--- src/rtl/mw_eeprom_seq.sv ---
module mw_eeprom_seq #(
  parameter int CLK_MHZ     = 50,
  parameter int SK_HI_NS    = 250,
  parameter int SK_LO_NS    = 250,
  parameter int CS_LO_NS    = 250,
  parameter int SV_NS       = 500,
  parameter int POLL_TO_CYC = 600000,
  parameter int LEN_W       = 8
) (
  input  logic             clk,
  input  logic             rst_n,
  input  logic             req_valid,
  output logic             req_ready,
  input  logic [2:0]       req_op,
  input  logic             req_x16,
  input  logic [10:0]      req_addr,
  input  logic [15:0]      req_wdata,
  input  logic [LEN_W-1:0] req_len,
  input  logic             req_auto_dis,
  output logic             rsp_valid,
  output logic [15:0]      rsp_data,
  output logic             done,
  output logic             timeout,
  output logic             cs,
  output logic             sk,
  output logic             di,
  input  logic             sdo
);
  localparam int SKHI_C = ((SK_HI_NS * CLK_MHZ + 999) / 1000) < 1 ? 1 : (SK_HI_NS * CLK_MHZ + 999) / 1000;
  localparam int SKLO_C = ((SK_LO_NS * CLK_MHZ + 999) / 1000) < 1 ? 1 : (SK_LO_NS * CLK_MHZ + 999) / 1000;
  localparam int CSLO_C = ((CS_LO_NS * CLK_MHZ + 999) / 1000) < 1 ? 1 : (CS_LO_NS * CLK_MHZ + 999) / 1000;
  localparam int SV_C   = ((SV_NS * CLK_MHZ + 999) / 1000) < 1 ? 1 : (SV_NS * CLK_MHZ + 999) / 1000;
  localparam int CW     = 16;
  localparam int TOW    = $clog2(POLL_TO_CYC + 1);
  localparam logic [1:0] STG_EN = 2'd0, STG_MAIN = 2'd1, STG_DIS = 2'd2;

  typedef enum logic [2:0] {S_IDLE, S_LOAD, S_LO, S_HI, S_GAP, S_SV, S_POLL} st_t;

  st_t              st;
  logic [1:0]       stage;
  logic [CW-1:0]    cnt, lim;
  logic [2:0]       op_q;
  logic             x16_q, adis_q, poll_pend, abort, rd_ph, dummy;
  logic [10:0]      addr_q;
  logic [15:0]      wd_q, sh;
  logic [28:0]      fr, frm;
  logic [4:0]       bitn, flen, dbits;
  logic [LEN_W-1:0] wleft;
  logic [TOW-1:0]   to_cnt;
  logic [1:0]       opc, code;
  logic             use_code, hasd;
  logic [9:0]       af16;
  logic [10:0]      af8;
  logic             polling;

  wire        prog     = (op_q != 3'd0) && (op_q < 3'd5);
  wire        req_prog = (req_op != 3'd0) && (req_op < 3'd5);
  wire        ph_end   = (cnt == lim);
  wire [15:0] nxt      = {sh[14:0], sdo};
  wire [4:0]  dw       = x16_q ? 5'd16 : 5'd8;

  assign req_ready = (st == S_IDLE);
  assign polling   = (st == S_POLL);

  always_comb begin
    case (st)
      S_LO:    lim = CW'(SKLO_C - 1);
      S_HI:    lim = CW'(SKHI_C - 1);
      S_GAP:   lim = CW'(CSLO_C - 1);
      S_SV:    lim = CW'(SV_C - 1);
      default: lim = '0;
    endcase
  end

  always_comb begin
    opc = 2'b00; code = 2'b00; use_code = 1'b1; hasd = 1'b0;
    if (stage == STG_EN)       code = 2'b11;
    else if (stage == STG_MAIN) begin
      case (op_q)
        3'd0: begin opc = 2'b10; use_code = 1'b0; end
        3'd1: begin opc = 2'b01; use_code = 1'b0; hasd = 1'b1; end
        3'd2: begin opc = 2'b11; use_code = 1'b0; end
        3'd3: begin code = 2'b01; hasd = 1'b1; end
        3'd4: code = 2'b10;
        3'd5: code = 2'b11;
        default: code = 2'b00;
      endcase
    end
    af16 = use_code ? {code, 8'b0} : addr_q[9:0];
    af8  = use_code ? {code, 9'b0} : addr_q;
    frm  = x16_q ? {1'b1, opc, af16, wd_q} : {1'b1, opc, af8, wd_q[7:0], 7'b0};
    flen = (x16_q ? 5'd13 : 5'd14) + (hasd ? dw : 5'd0);
  end

  always_ff @(posedge clk or negedge rst_n) begin
    if (!rst_n) begin
      st <= S_IDLE; stage <= STG_MAIN; cnt <= '0;
      op_q <= '0; x16_q <= 1'b0; adis_q <= 1'b0; addr_q <= '0; wd_q <= '0; wleft <= '0;
      poll_pend <= 1'b0; abort <= 1'b0; rd_ph <= 1'b0; dummy <= 1'b0;
      sh <= '0; fr <= '0; bitn <= '0; dbits <= '0; to_cnt <= '0;
      cs <= 1'b0; sk <= 1'b0; di <= 1'b0;
      rsp_valid <= 1'b0; rsp_data <= '0; done <= 1'b0; timeout <= 1'b0;
    end else begin
      rsp_valid <= 1'b0; done <= 1'b0; timeout <= 1'b0;
      cnt <= ph_end ? '0 : cnt + 1'b1;
      if (poll_pend) to_cnt <= to_cnt + 1'b1;
      case (st)
        S_IDLE: if (req_valid) begin
          op_q <= req_op; x16_q <= req_x16; addr_q <= req_addr; wd_q <= req_wdata;
          adis_q <= req_auto_dis; abort <= 1'b0;
          wleft <= (req_len == '0) ? LEN_W'(1) : req_len;
          stage <= req_prog ? STG_EN : STG_MAIN;
          st <= S_LOAD;
        end
        S_LOAD: begin
          fr <= frm; bitn <= flen; cs <= 1'b1; di <= frm[28]; rd_ph <= 1'b0;
          cnt <= '0; st <= S_LO;
        end
        S_LO: if (ph_end) begin
          if (rd_ph) begin
            if (dummy) dummy <= 1'b0;
            else begin
              sh <= nxt;
              if (dbits == 5'd1) begin
                rsp_valid <= 1'b1;
                rsp_data  <= x16_q ? nxt : {8'h00, nxt[7:0]};
                dbits <= dw;
                wleft <= wleft - 1'b1;
              end else dbits <= dbits - 1'b1;
            end
            if (!dummy && dbits == 5'd1 && wleft == LEN_W'(1)) begin
              cs <= 1'b0; st <= S_GAP;
            end else begin
              sk <= 1'b1; st <= S_HI;
            end
          end else begin
            sk <= 1'b1; st <= S_HI;
          end
        end
        S_HI: if (ph_end) begin
          sk <= 1'b0;
          if (rd_ph) st <= S_LO;
          else if (bitn == 5'd1) begin
            di <= 1'b0;
            if (stage == STG_MAIN && op_q == 3'd0) begin
              rd_ph <= 1'b1; dummy <= 1'b1; dbits <= dw; st <= S_LO;
            end else begin
              cs <= 1'b0; st <= S_GAP; to_cnt <= '0;
              poll_pend <= (stage == STG_MAIN) && prog;
            end
          end else begin
            bitn <= bitn - 1'b1; fr <= {fr[27:0], 1'b0}; di <= fr[27]; st <= S_LO;
          end
        end
        S_GAP: if (ph_end) begin
          if (poll_pend) begin
            cs <= 1'b1; st <= S_SV;
          end else if (!abort && stage == STG_EN) begin
            stage <= STG_MAIN; st <= S_LOAD;
          end else if (!abort && stage == STG_MAIN && prog && adis_q) begin
            stage <= STG_DIS; st <= S_LOAD;
          end else begin
            done <= 1'b1; timeout <= abort; st <= S_IDLE;
          end
        end
        S_SV: if (ph_end) st <= S_POLL;
        S_POLL: begin
          if (sdo) begin
            cs <= 1'b0; poll_pend <= 1'b0; st <= S_GAP;
          end else if (to_cnt >= TOW'(POLL_TO_CYC - 1)) begin
            cs <= 1'b0; poll_pend <= 1'b0; abort <= 1'b1; st <= S_GAP;
          end
        end
        default: st <= S_IDLE;
      endcase
    end
  end
endmodule

--- config.mk ---
export PLATFORM = sky130hd
export DESIGN_NAME = mw_eeprom_seq
export DESIGN_NICKNAME = d
export VERILOG_FILES = /design/src/rtl/mw_eeprom_seq.sv
export SDC_FILE = /design/constraint.sdc
export NUM_CORES = 1
export LEC_CHECK = 0
export BUFFER_PORTS_ARGS = -buffer_cell sky130_fd_sc_hd__buf_2
export CAP_MARGIN = 20
export CORE_ASPECT_RATIO = 0.6
export CORE_UTILIZATION = 30
export CTS_BUF_LIST = sky130_fd_sc_hd__clkbuf_8
export DETAILED_ROUTE_END_ITERATION = 8
export PLACE_DENSITY = 0.56
export SYNTH_ARGS = -nofsm -noshare
export SYNTH_HDL_FRONTEND = slang
export SYNTH_SLANG_ARGS = --single-unit
--- constraint.sdc ---
create_clock -name clk -period 3 [get_ports clk]
set_clock_uncertainty 0.2 [all_clocks]
set_input_delay 0.3 -clock clk [delete_from_list [all_inputs] [get_ports clk]]
set_output_delay 0.3 -clock clk [all_outputs]
set_load 0.03 [all_outputs]
==> results of run 1 <==
==> cell type report <==
type	count	area, um^2	area share (%)
Timing Repair Buffer	140	1020	10.5
Clock buffer	18	248	2.54
Sequential cell	160	4010	41.0
Multi-Input combinational cell	649	3830	39.3
Clock inverter	14	131	1.35
Inverter	18	67.6	0.692
Tap cell	360	450	4.62
==> layout by cell type, fill, tap and decap left out, drive strengths merged, types with 18 or more instances in the layout <==
cell type / n
dfrtp: 159
clkbuf: 18
mux2: 25
dlygate4sd3: 41
o21ai: 72
nor2: 83
xnor2: 20
nor3: 18
nand3: 32
mux2i: 19
nand2: 175
buf: 99
inv: 24
a21oi: 35
==> repair_timing <==
item / CTS / global route
hold endpoints to repair: 114 / 0
gates resized for setup: 0 / 2
endpoints found under the setup margin: 0 / 7
hold buffers: 41 / 0
==> path summary, 6_finish.rpt <==
kind	startpoint	to	slack, ns	cells after the start
max in group asynchronous	rst_n	fr[6]$_DFFE_PN0P_	1.56	3
max	st[1]$_DFFE_PN0P_	st[1]$_DFFE_PN0P_	0.26	8
min in group asynchronous	rst_n	dbits[4]$_DFFE_PN0P_	0.20	2
min	req_len[1]	wleft[1]$_DFFE_PN0P_	0.07	4
min reg2reg	cnt[0]$_DFF_PN0_	cnt[0]$_DFF_PN0_	0.28	1
max reg2reg	st[1]$_DFFE_PN0P_	st[1]$_DFFE_PN0P_	0.26	8
==> synthesized netlist by cell type, drive strengths merged (3+ instances only) <==
cell     instances
o31ai            5
nand2b           3
mux2            25
a21oi           35
mux2i           19
nand4           15
or4              3
o211ai           4
a31oi           15
and3            14
clkbuf          35
nor2b            5
nand2          175
xor2            10
inv             18
buf             12
ha               9
a22o             3
or3             11
nor3            18
a21o             3
nor4             8
a2111oi          3
a211oi           5
a311oi           4
nor2            83
a211o            5
xnor2           20
o21ai           72
nor4b            4
nor3b            6
nand3           32
and3b            3
dfrtp          159
==> metrics by stage <==
step	instances	area [um^2]	setup WS, ns
finish	1359	9760	0.262
global route	1359	9760	0.0192
CTS	1359	9750	0.170
global placement	1285	8950	0.214
floorplan	874	8080	0.452
detailed placement	1286	8960	0.170
==> worst max-delay path, delay by kind of cell, from the launching register on <==
kind                   cells  cell delay, ns
buffers and inverters      2            0.42
flip-flops                 1            0.47
AO/OA/AOI/OAI              4            0.93
AND/OR/NAND/NOR            2            0.61
==> sequential cells by signal, indices dropped and copies added (netlist names), 2 cells and up <==
signal / flops
fr: 28
to_cnt: 20
cnt: 16
rsp_data: 16
wd_q: 16
sh: 15
addr_q: 11
wleft: 8
bitn: 5
dbits: 5
op_q: 3
st: 3
stage: 2
==> where the power goes <==
group / switching [uW] / internal (uW) / total [uW]
Combinational: 1680 / 1170 / 2850
Clock: 885 / 691 / 1580
Sequential: 590 / 2740 / 3330
Total: 3150 / 4600 / 7750
==> kinds of logic after synthesis <==
| group | Yosys count | synth area share, % |
|---|---|---|
| DFF | 160 | 49.6 |
| and+or+nand+nor | 389 | 22.4 |
| AOI/OAI and AO/OA | 177 | 13.9 |
| adders and majority gates | 9 | 1.39 |
| muxes | 44 | 6.03 |
| buffers and inverters | 65 | 3.39 |
| xor gates and xnor gates | 30 | 3.25 |
==> layer usage <==
metal / GRT usage [%] / vias up / share of wire (%)
li1: - / 3297 / -
met1: 25.0 / 3213 / 56
met2: 21.0 / 152 / 39
met3: 4.36 / 28 / 4.3
met4: 4.41 / 0 / 1.3
met5: 0 / - / 0
==> flow_metrics.py, run 1 <==
metrics = {
    "timing": {
        "period_minus_slack_ns": 2.74,
        "finalHoldViolCount": 0,
        "fmaxAchievable_mhz": 365,
        "slew_viol_final": 0,
        "finalCritPeriodShare_pct": 91.3,
        "rsz0062_at_grt": "false",
        "setup_viol": 0,
        "tns_ns": 0,
        "fin_hold_ws_ns": 0.0716,
        "relSlewSlack_pct": 48.5,
        "tightest_slew_ns": 0.773,
    },
    "route": {
        "num_vias": 6690,
        "drtAntennaViolNets": 0,
        "first_iter_violations": 503,
        "firstDrtPassIters": 5,
        "finalWirelength_um": 20800,
        "vias_per_cell": 4.92,
        "drc": 0,
        "wire_per_inst_um": 15.3,
    },
    "cts": {
        "cts_max_level": 4,
        "clk_pin_slew_worst_paths_ns": 0.10,
        "worst_skew_pair.late_latency_ns": 0.49,
        "post_cts_buffers": 0,
        "cts_tree": "yes",
        "ctsLongestPathBuffers": 2,
        "cts.sinks": 160,
        "cts_root_buf": "clkbuf_8",
        "cts_buffers": 17,
    },
    "run_status": {
        "outcome": "finished, final reports clean",
    },
    "die": {
        "initial_core_util_pct": 30.6,
        "die_h_um": 129,
        "die_w_um": 214,
        "die-area_um2": 27600,
        "rows": 46,
        "ios": 67,
        "core_um2": 26400,
    },
    "critical_path": {
        "crit_required_ns": 3.18,
        "path_common_cell": "buf_4",
        "start_kind": "register",
        "worstSetupPathType": "reg -> reg",
        "cp-end-kind": "register",
        "cp.arrival_ns": 2.92,
        "critPathMaxStageDelay_ns": 0.54,
        "crit_chain": "buf_4, or3b_2, a22oi_1, a211oi_1, buf_4, o21ai_0, nor2_1, a211o_1",
        "path_max_fanout": 9,
        "cp_slowest_cell": "or3b_2",
    },
    "placement": {
        "dp_hpwl_um": 14200,
        "port-buffer-count": 66,
        "gp_congestion": 0.844,
    },
    "logic_synthesis": {
        "postSynth.asyncResetShare_pct": 100,
        "synth_edf_count": 0,
        "ys_ff_latch": 160,
        "syn_avg_cell_area_um2": 9.24,
        "synth_fp_nets": 927,
        "synth_top_area_share_pct": 49.3,
        "ys_top_cells_by_area": "dfrtp_1 (49%), nand2_1 (8.1%), o21ai_0 (4.4%)",
        "synth_seq_area_share_pct": 49.6,
        "post-synth-top-area-cell": "dfrtp_1",
        "yosys_warnings": 0,
        "synthCells": 874,
        "synth_cell_types": 71,
        "ys.flop_type": "dfrtp_1",
        "netlist_area_um2": 8080,
    },
    "flow_run": {
        "cap_violations": 0,
    },
    "global_routing": {
        "grt-ovfl-total": 0,
        "grt_pass1_wl_um": 34100,
        "track_usage_pct": 16.0,
        "grt_pass1_vias": 6302,
        "grt_max_degree": 78,
        "antenna_found_initial": 0,
    },
    "power": {
        "peakVddDrop_uv": 342,
        "powerDensity_nw_per_um2": 795,
        "power_leakage_uw": 0.00448,
        "power_uw": 7750,
    },
    "layout": {
        "nFillCells": 2689,
        "drive_gt1_share_pct": 17.9,
        "area_growth_pct": 20.8,
        "nNetsFinal": 1039,
        "insertedDiodeCount": 0,
        "post-route-util_pct": 36.9,
    },
    "min_path": {
        "hp-class": "in -> reg",
    },
}
Note: power is estimated with default switching activity, not from simulation.
==> run 2: changes to the inputs <==
--- a/config.mk
+++ b/config.mk
@@ -7,7 +7,7 @@
 export LEC_CHECK = 0
 export BUFFER_PORTS_ARGS = -buffer_cell sky130_fd_sc_hd__buf_2
 export CAP_MARGIN = 20
-export CORE_ASPECT_RATIO = 0.6
+export CORE_ASPECT_RATIO = 0.9
 export CORE_UTILIZATION = 30
 export CTS_BUF_LIST = sky130_fd_sc_hd__clkbuf_8
 export DETAILED_ROUTE_END_ITERATION = 8
==> run 2 against run 1 <==
  * Critical endpoint is now rsp_data[2]$_DFFE_PN0P_
  * Fmax is 2.2% lower
  * Sequential share of layout area hardly changed
  * Clock-buffer cell count stayed put
  * Design area hardly changed
  * Register-to-register slack worse by 0.06 ns
  * Sequential power hardly changed
  * Final cell count is 0.81% lower
  * First-iteration DRC count is 21% lower
==> flow_metrics.py, run 2 (synthesized netlist as in run 1, its figures left out) <==
metrics = {
    "cts": {
        "cts_tree": "yes",
        "ctsLongestPathBuffers": 2,
        "worst_skew_pair.late_latency_ns": 0.46,
        "cts_max_level": 4,
        "cts_buffers": 17,
        "cts_root_buf": "clkbuf_8",
        "cts.sinks": 160,
        "clk_pin_slew_worst_paths_ns": 0.09,
    },
    "die": {
        "die_h_um": 158,
        "die-area_um2": 27600,
        "initial_core_util_pct": 30.7,
        "die_w_um": 175,
        "ios": 67,
        "rows": 56,
        "core_um2": 26300,
    },
    "route": {
        "drtAntennaViolNets": 0,
        "first_iter_violations": 397,
        "num_vias": 6658,
        "vias_per_cell": 4.94,
        "wire_per_inst_um": 14.5,
        "drc": 0,
        "firstDrtPassIters": 5,
        "finalWirelength_um": 19600,
    },
    "power": {
        "clkPwrFrac_pct": 21.2,
        "p_int_uw": 4670,
        "powerDensity_nw_per_um2": 795,
        "peakVddDrop_uv": 312,
        "power_uw": 7750,
        "seqPwrFrac_pct": 42.8,
        "switching_share_pct": 39.8,
        "combPwrFrac_pct": 36.0,
        "power_leakage_uw": 0.00448,
        "power_switching_uw": 3090,
    },
    "layout": {
        "final_cell_count_no_fill": 1348,
        "post-route-util_pct": 37.1,
        "insertedDiodeCount": 0,
        "nNetsFinal": 1040,
        "area_growth_pct": 20.8,
        "drive_gt1_share_pct": 18.0,
        "design_area_um2": 9760,
        "regMostFlops": "fr",
        "reg_top3": "fr x28, to_cnt x20",
        "final_cell_mix": "nand2_1 (174), dfrtp_1 (159), nor2_1 (82), o21ai_0 (71), buf_2 (65)",
        "largest_reg_flops": 28,
        "final_common_cell": "nand2_1",
    },
    "placement": {
        "dp_cells": 1276,
        "postPlaceCellArea_um2": 8950,
        "dp_hpwl_um": 13300,
        "port-buffer-count": 66,
        "gp_congestion": 0.837,
    },
    "critical_path": {
        "path_max_fanout": 24,
        "crit_required_ns": 3.14,
        "cp.arrival_ns": 2.94,
        "start_kind": "register",
        "worstSetupPathType": "reg -> reg",
        "cp-end-kind": "register",
    },
    "global_routing": {
        "grt_pass1_vias": 6447,
        "antenna_found_initial": 0,
        "grt_pass1_wl_um": 33300,
        "grt_max_degree": 70,
        "grt-ovfl-total": 0,
        "track_usage_pct": 15.0,
    },
    "timing": {
        "setup_viol": 0,
        "period_minus_slack_ns": 2.80,
        "finalHoldViolCount": 0,
        "tns_ns": 0,
        "slew_viol_final": 0,
        "fmaxAchievable_mhz": 357,
        "relSlewSlack_pct": 54.0,
        "rsz0062_at_grt": "false",
        "finalCritPeriodShare_pct": 93.3,
        "tightest_slew_ns": 0.686,
    },
    "flow_run": {
        "cap_violations": 0,
    },
    "min_path": {
        "hp-class": "in -> reg",
    },
    "run_status": {
        "outcome": "finished, final reports clean",
    },
}
==> run 2: per-layer routing <==
| metal | GRT usage (%) | wire length (um) | vias up |
|---|---|---|---|
| li1 | - | - | 3290 |
| met1 | 21.0 | 9750 | 3229 |
| met4 | 4.35 | 204 | 0 |
| met3 | 2.86 | 677 | 15 |
| met2 | 23.4 | 8920 | 124 |
| met5 | 0 | 0 | - |
==> run 2: power groups by stage <==
stage / clock network, uW / logic (uW) / registers (uW)
floorplan: 0 / 2090 / 3150
global placement: 0 / 2720 / 3340
detailed placement: 0 / 2760 / 3350
CTS: 1700 / 2820 / 3310
global route: 1790 / 3200 / 3420
finish: 1650 / 2790 / 3310
==> run 2: metrics by stage <==
stage / hold WS (ns) / setup WS [ns]
2_1_floorplan: -0.196 / 0.452
6_report: 0.0964 / 0.201
4_1_cts: 0.0573 / 0.144
3_3_place_gp: 0.0420 / 0.238
3_5_place_dp: 0.0400 / 0.165
5_1_grt: 0.0976 / 0.0147
==> run 2: what timing repair did <==
item                                   4_1_cts  5_1_grt
endpoints found under the hold margin      161        0
resized for setup                            0        1
hold buffers                                40        0
setup endpoints to repair                    0        9
buffers inserted                             0        0
==> run 2: layout make-up <==
cell class | count | area, um^2
timing repair buffer | 141 | 1020
tap | 348 | 435
multi-input combinational | 649 | 3830
inverter | 18 | 67.6
sequential | 160 | 4010
fill | 2660 | 16500
clock inverter | 14 | 155
clock buffer | 18 | 248
==> run 2: final timing paths <==
kind / from / endpoint / slack, ns / cells past startpoint
max: st[2]$_DFFE_PN0P_ / rsp_data[2]$_DFFE_PN0P_ / 0.20 / 6
min: req_len[0] / wleft[0]$_DFFE_PN0P_ / 0.1 / 5
max reg2reg: st[2]$_DFFE_PN0P_ / rsp_data[2]$_DFFE_PN0P_ / 0.20 / 6
min reg2reg: cnt[0]$_DFF_PN0_ / cnt[0]$_DFF_PN0_ / 0.28 / 1
max in group asynchronous: rst_n / rsp_data[5]$_DFFE_PN0P_ / 1.64 / 3
min in group asynchronous: rst_n / cnt[7]$_DFF_PN0_ / 0.12 / 2
==> run 2: worst max-delay path, cell delays in order, from the launching register on <==
cell       delay (ns)
dfrtp_1          0.51
or3b_2           0.55
a22oi_1          0.42
a2111oi_4        0.12
buf_4            0.24
nand2_4          0.25
mux2_2           0.37
==> run 3: changes to the inputs <==
--- a/config.mk
+++ b/config.mk
@@ -7,11 +7,13 @@
 export LEC_CHECK = 0
 export BUFFER_PORTS_ARGS = -buffer_cell sky130_fd_sc_hd__buf_2
 export CAP_MARGIN = 20
+export CELL_PAD_IN_SITES_DETAIL_PLACEMENT = 0
+export CELL_PAD_IN_SITES_GLOBAL_PLACEMENT = 1
 export CORE_ASPECT_RATIO = 0.9
 export CORE_UTILIZATION = 30
 export CTS_BUF_LIST = sky130_fd_sc_hd__clkbuf_8
 export DETAILED_ROUTE_END_ITERATION = 8
-export PLACE_DENSITY = 0.56
+export PLACE_DENSITY = 0.66
 export SYNTH_ARGS = -nofsm -noshare
 export SYNTH_HDL_FRONTEND = slang
 export SYNTH_SLANG_ARGS = --single-unit
==> run 3 against run 2 <==
  * Core utilization down 0.067 points
  * Global-route usage grew 0.41 points
  * Clock-buffer cell count is 1 higher
  * Power about the same
  * Fmax grew 1.2%
  * Wire length is 2.4% higher
  * Sequential cell count is the same
  * Critical path depth did not move
  * Register-to-register slack improved by 0.03 ns
  * Via count is 1.1% lower
  * Combinational power about the same
  * Largest power group unchanged
  * Highest routed layer unchanged
==> flow_metrics.py, run 3 (synthesized netlist as in run 1, its figures left out) <==
metrics = {
    "layout": {
        "area_growth_pct": 20.6,
        "regMostFlops": "fr",
        "nFillCells": 2690,
        "nNetsFinal": 1040,
        "insertedDiodeCount": 0,
        "drive_gt1_share_pct": 18.1,
        "reg_top3": "fr x28, to_cnt x20",
        "final_common_cell": "nand2_1",
        "final_cell_mix": "nand2_1 (174), dfrtp_1 (159), nor2_1 (82), o21ai_0 (71), buf_2 (65)",
        "final_cell_count_no_fill": 1348,
        "largest_reg_flops": 28,
    },
    "route": {
        "vias_per_cell": 4.89,
        "first_iter_violations": 424,
        "drc": 0,
        "num_vias": 6585,
        "firstDrtPassIters": 5,
        "wire_per_inst_um": 14.9,
        "finalWirelength_um": 20000,
        "drtAntennaViolNets": 0,
    },
    "timing": {
        "relSlewSlack_pct": 42.3,
        "slew_viol_final": 0,
        "period_minus_slack_ns": 2.77,
        "rsz0062_at_grt": "false",
        "finalHoldViolCount": 0,
        "tns_ns": 0,
        "setup_slack_ns": 0.233,
        "setup_viol": 0,
        "finalCritPeriodShare_pct": 92.2,
        "tightest_slew_ns": 0.859,
        "fmaxAchievable_mhz": 361,
    },
    "run_status": {
        "outcome": "finished, final reports clean",
    },
    "cts": {
        "cts_root_buf": "clkbuf_8",
        "cts.sinks": 160,
        "clk_pin_slew_worst_paths_ns": 0.10,
        "worst_skew_pair.late_latency_ns": 0.45,
        "cts_max_level": 4,
        "ctsLongestPathBuffers": 2,
        "cts_tree": "yes",
        "post_cts_buffers": 0,
        "cts_buffers": 17,
    },
    "placement": {
        "dp_hpwl_um": 13600,
        "port-buffer-count": 66,
        "gp_congestion": 0.809,
        "dp_cells": 1276,
        "pre_cts_ws_ns": 0.209,
    },
    "critical_path": {
        "path_max_fanout": 11,
        "crit_required_ns": 3.14,
        "cp.arrival_ns": 2.91,
        "start_kind": "register",
        "cp-end-kind": "register",
        "worstSetupPathType": "reg -> reg",
    },
    "power": {
        "peakVddDrop_uv": 381,
        "power_uw": 7750,
        "power_leakage_uw": 0.00447,
        "powerDensity_nw_per_um2": 796,
    },
    "global_routing": {
        "grt_pass1_wl_um": 33700,
        "track_usage_pct": 15.4,
        "grt-ovfl-total": 0,
        "antenna_found_initial": 0,
        "grt_pass1_vias": 6407,
        "grt_max_degree": 63,
    },
    "die": {
        "core_um2": 26300,
        "ios": 67,
        "rows": 56,
        "die_h_um": 158,
        "initial_core_util_pct": 30.7,
        "die_w_um": 175,
        "die-area_um2": 27600,
    },
    "flow_run": {
        "cap_violations": 0,
    },
    "min_path": {
        "hp-class": "in -> reg",
    },
}
## run 3: cell count changes in the layout (fill, tap and decap cells not counted), sizes merged
| cell | change |
|---|---|
| bufinv | -1 |
| clkbuf | +1 |
| clkinv | +1 |
| clkinvlp | +1 |
| inv | -2 |
## run 3: final cells by class
type | count | area (um^2) | area share [%]
Clock buffer | 19 | 262 | 2.69
Clock inverter | 13 | 128 | 1.31
Inverter | 18 | 67.6 | 0.694
Multi-Input combinational cell | 649 | 3830 | 39.3
Sequential cell | 160 | 4010 | 41.1
Tap cell | 348 | 435 | 4.47
Timing Repair Buffer | 141 | 1010 | 10.4
## run 3: worst paths after layout
path | slack (ns) | cells after the start | start | endpoint
min in group asynchronous | 0.19 | 2 | rst_n | wleft[1]$_DFFE_PN0P_
worst max register to register | 0.23 | 6 | cnt[3]$_DFF_PN0_ | wleft[2]$_DFFE_PN0P_
max in group asynchronous | 1.54 | 3 | rst_n | bitn[2]$_DFFE_PN0P_
worst min-delay path | 0.04 | 5 | req_len[0] | wleft[0]$_DFFE_PN0P_
worst max-delay path | 0.23 | 6 | cnt[3]$_DFF_PN0_ | wleft[2]$_DFFE_PN0P_
worst min register to register | 0.28 | 2 | rsp_data[13]$_DFFE_PN0P_ | rsp_data[13]$_DFFE_PN0P_
## run 3: metal layers
| metal | GRT usage (%) | wire, um | up-vias | part of all wire (%) |
|---|---|---|---|---|
| li1 | - | - | 3284 | - |
| met1 | 22.0 | 10200 | 3126 | 51 |
| met3 | 2.69 | 733 | 16 | 3.7 |
| met5 | 0 | 0 | - | 0 |
| met2 | 23.7 | 8840 | 159 | 44 |
| met4 | 4.55 | 297 | 0 | 1.5 |
## run 3: repair_timing
item	4_1_cts	5_1_grt
resized for setup	0	1
endpoints found under the hold margin	98	0
setup endpoints to repair	0	9
hold buffers	40	0
## run 3: critical path, stage by stage, from the launching register on
cell and delay (ns):
dfrtp_1 0.50, nor3_1 0.29, a311oi_1 0.09, o31ai_1 0.72, and4_1 0.45, a21oi_1 0.11, a211o_1 0.28
## run 3: stage by stage
| stage | util [%] | hold slack, ns | cell area (um^2) |
|---|---|---|---|
| 6_report | 37.1 | 0.0408 | 9740 |
| 5_1_grt | 37.1 | 0.0934 | 9740 |
| 4_1_cts | 37.0 | 0.0155 | 9730 |
| 3_5_place_dp | 34.0 | 0.132 | 8940 |
| 3_3_place_gp | 34.0 | 0.133 | 8940 |
| 2_1_floorplan | - | -0.196 | 8080 |
## run 3: where the power goes
part | switching, uW | internal [uW]
Sequential | 594 | 2740
Clock | 901 | 716
Combinational | 1650 | 1150
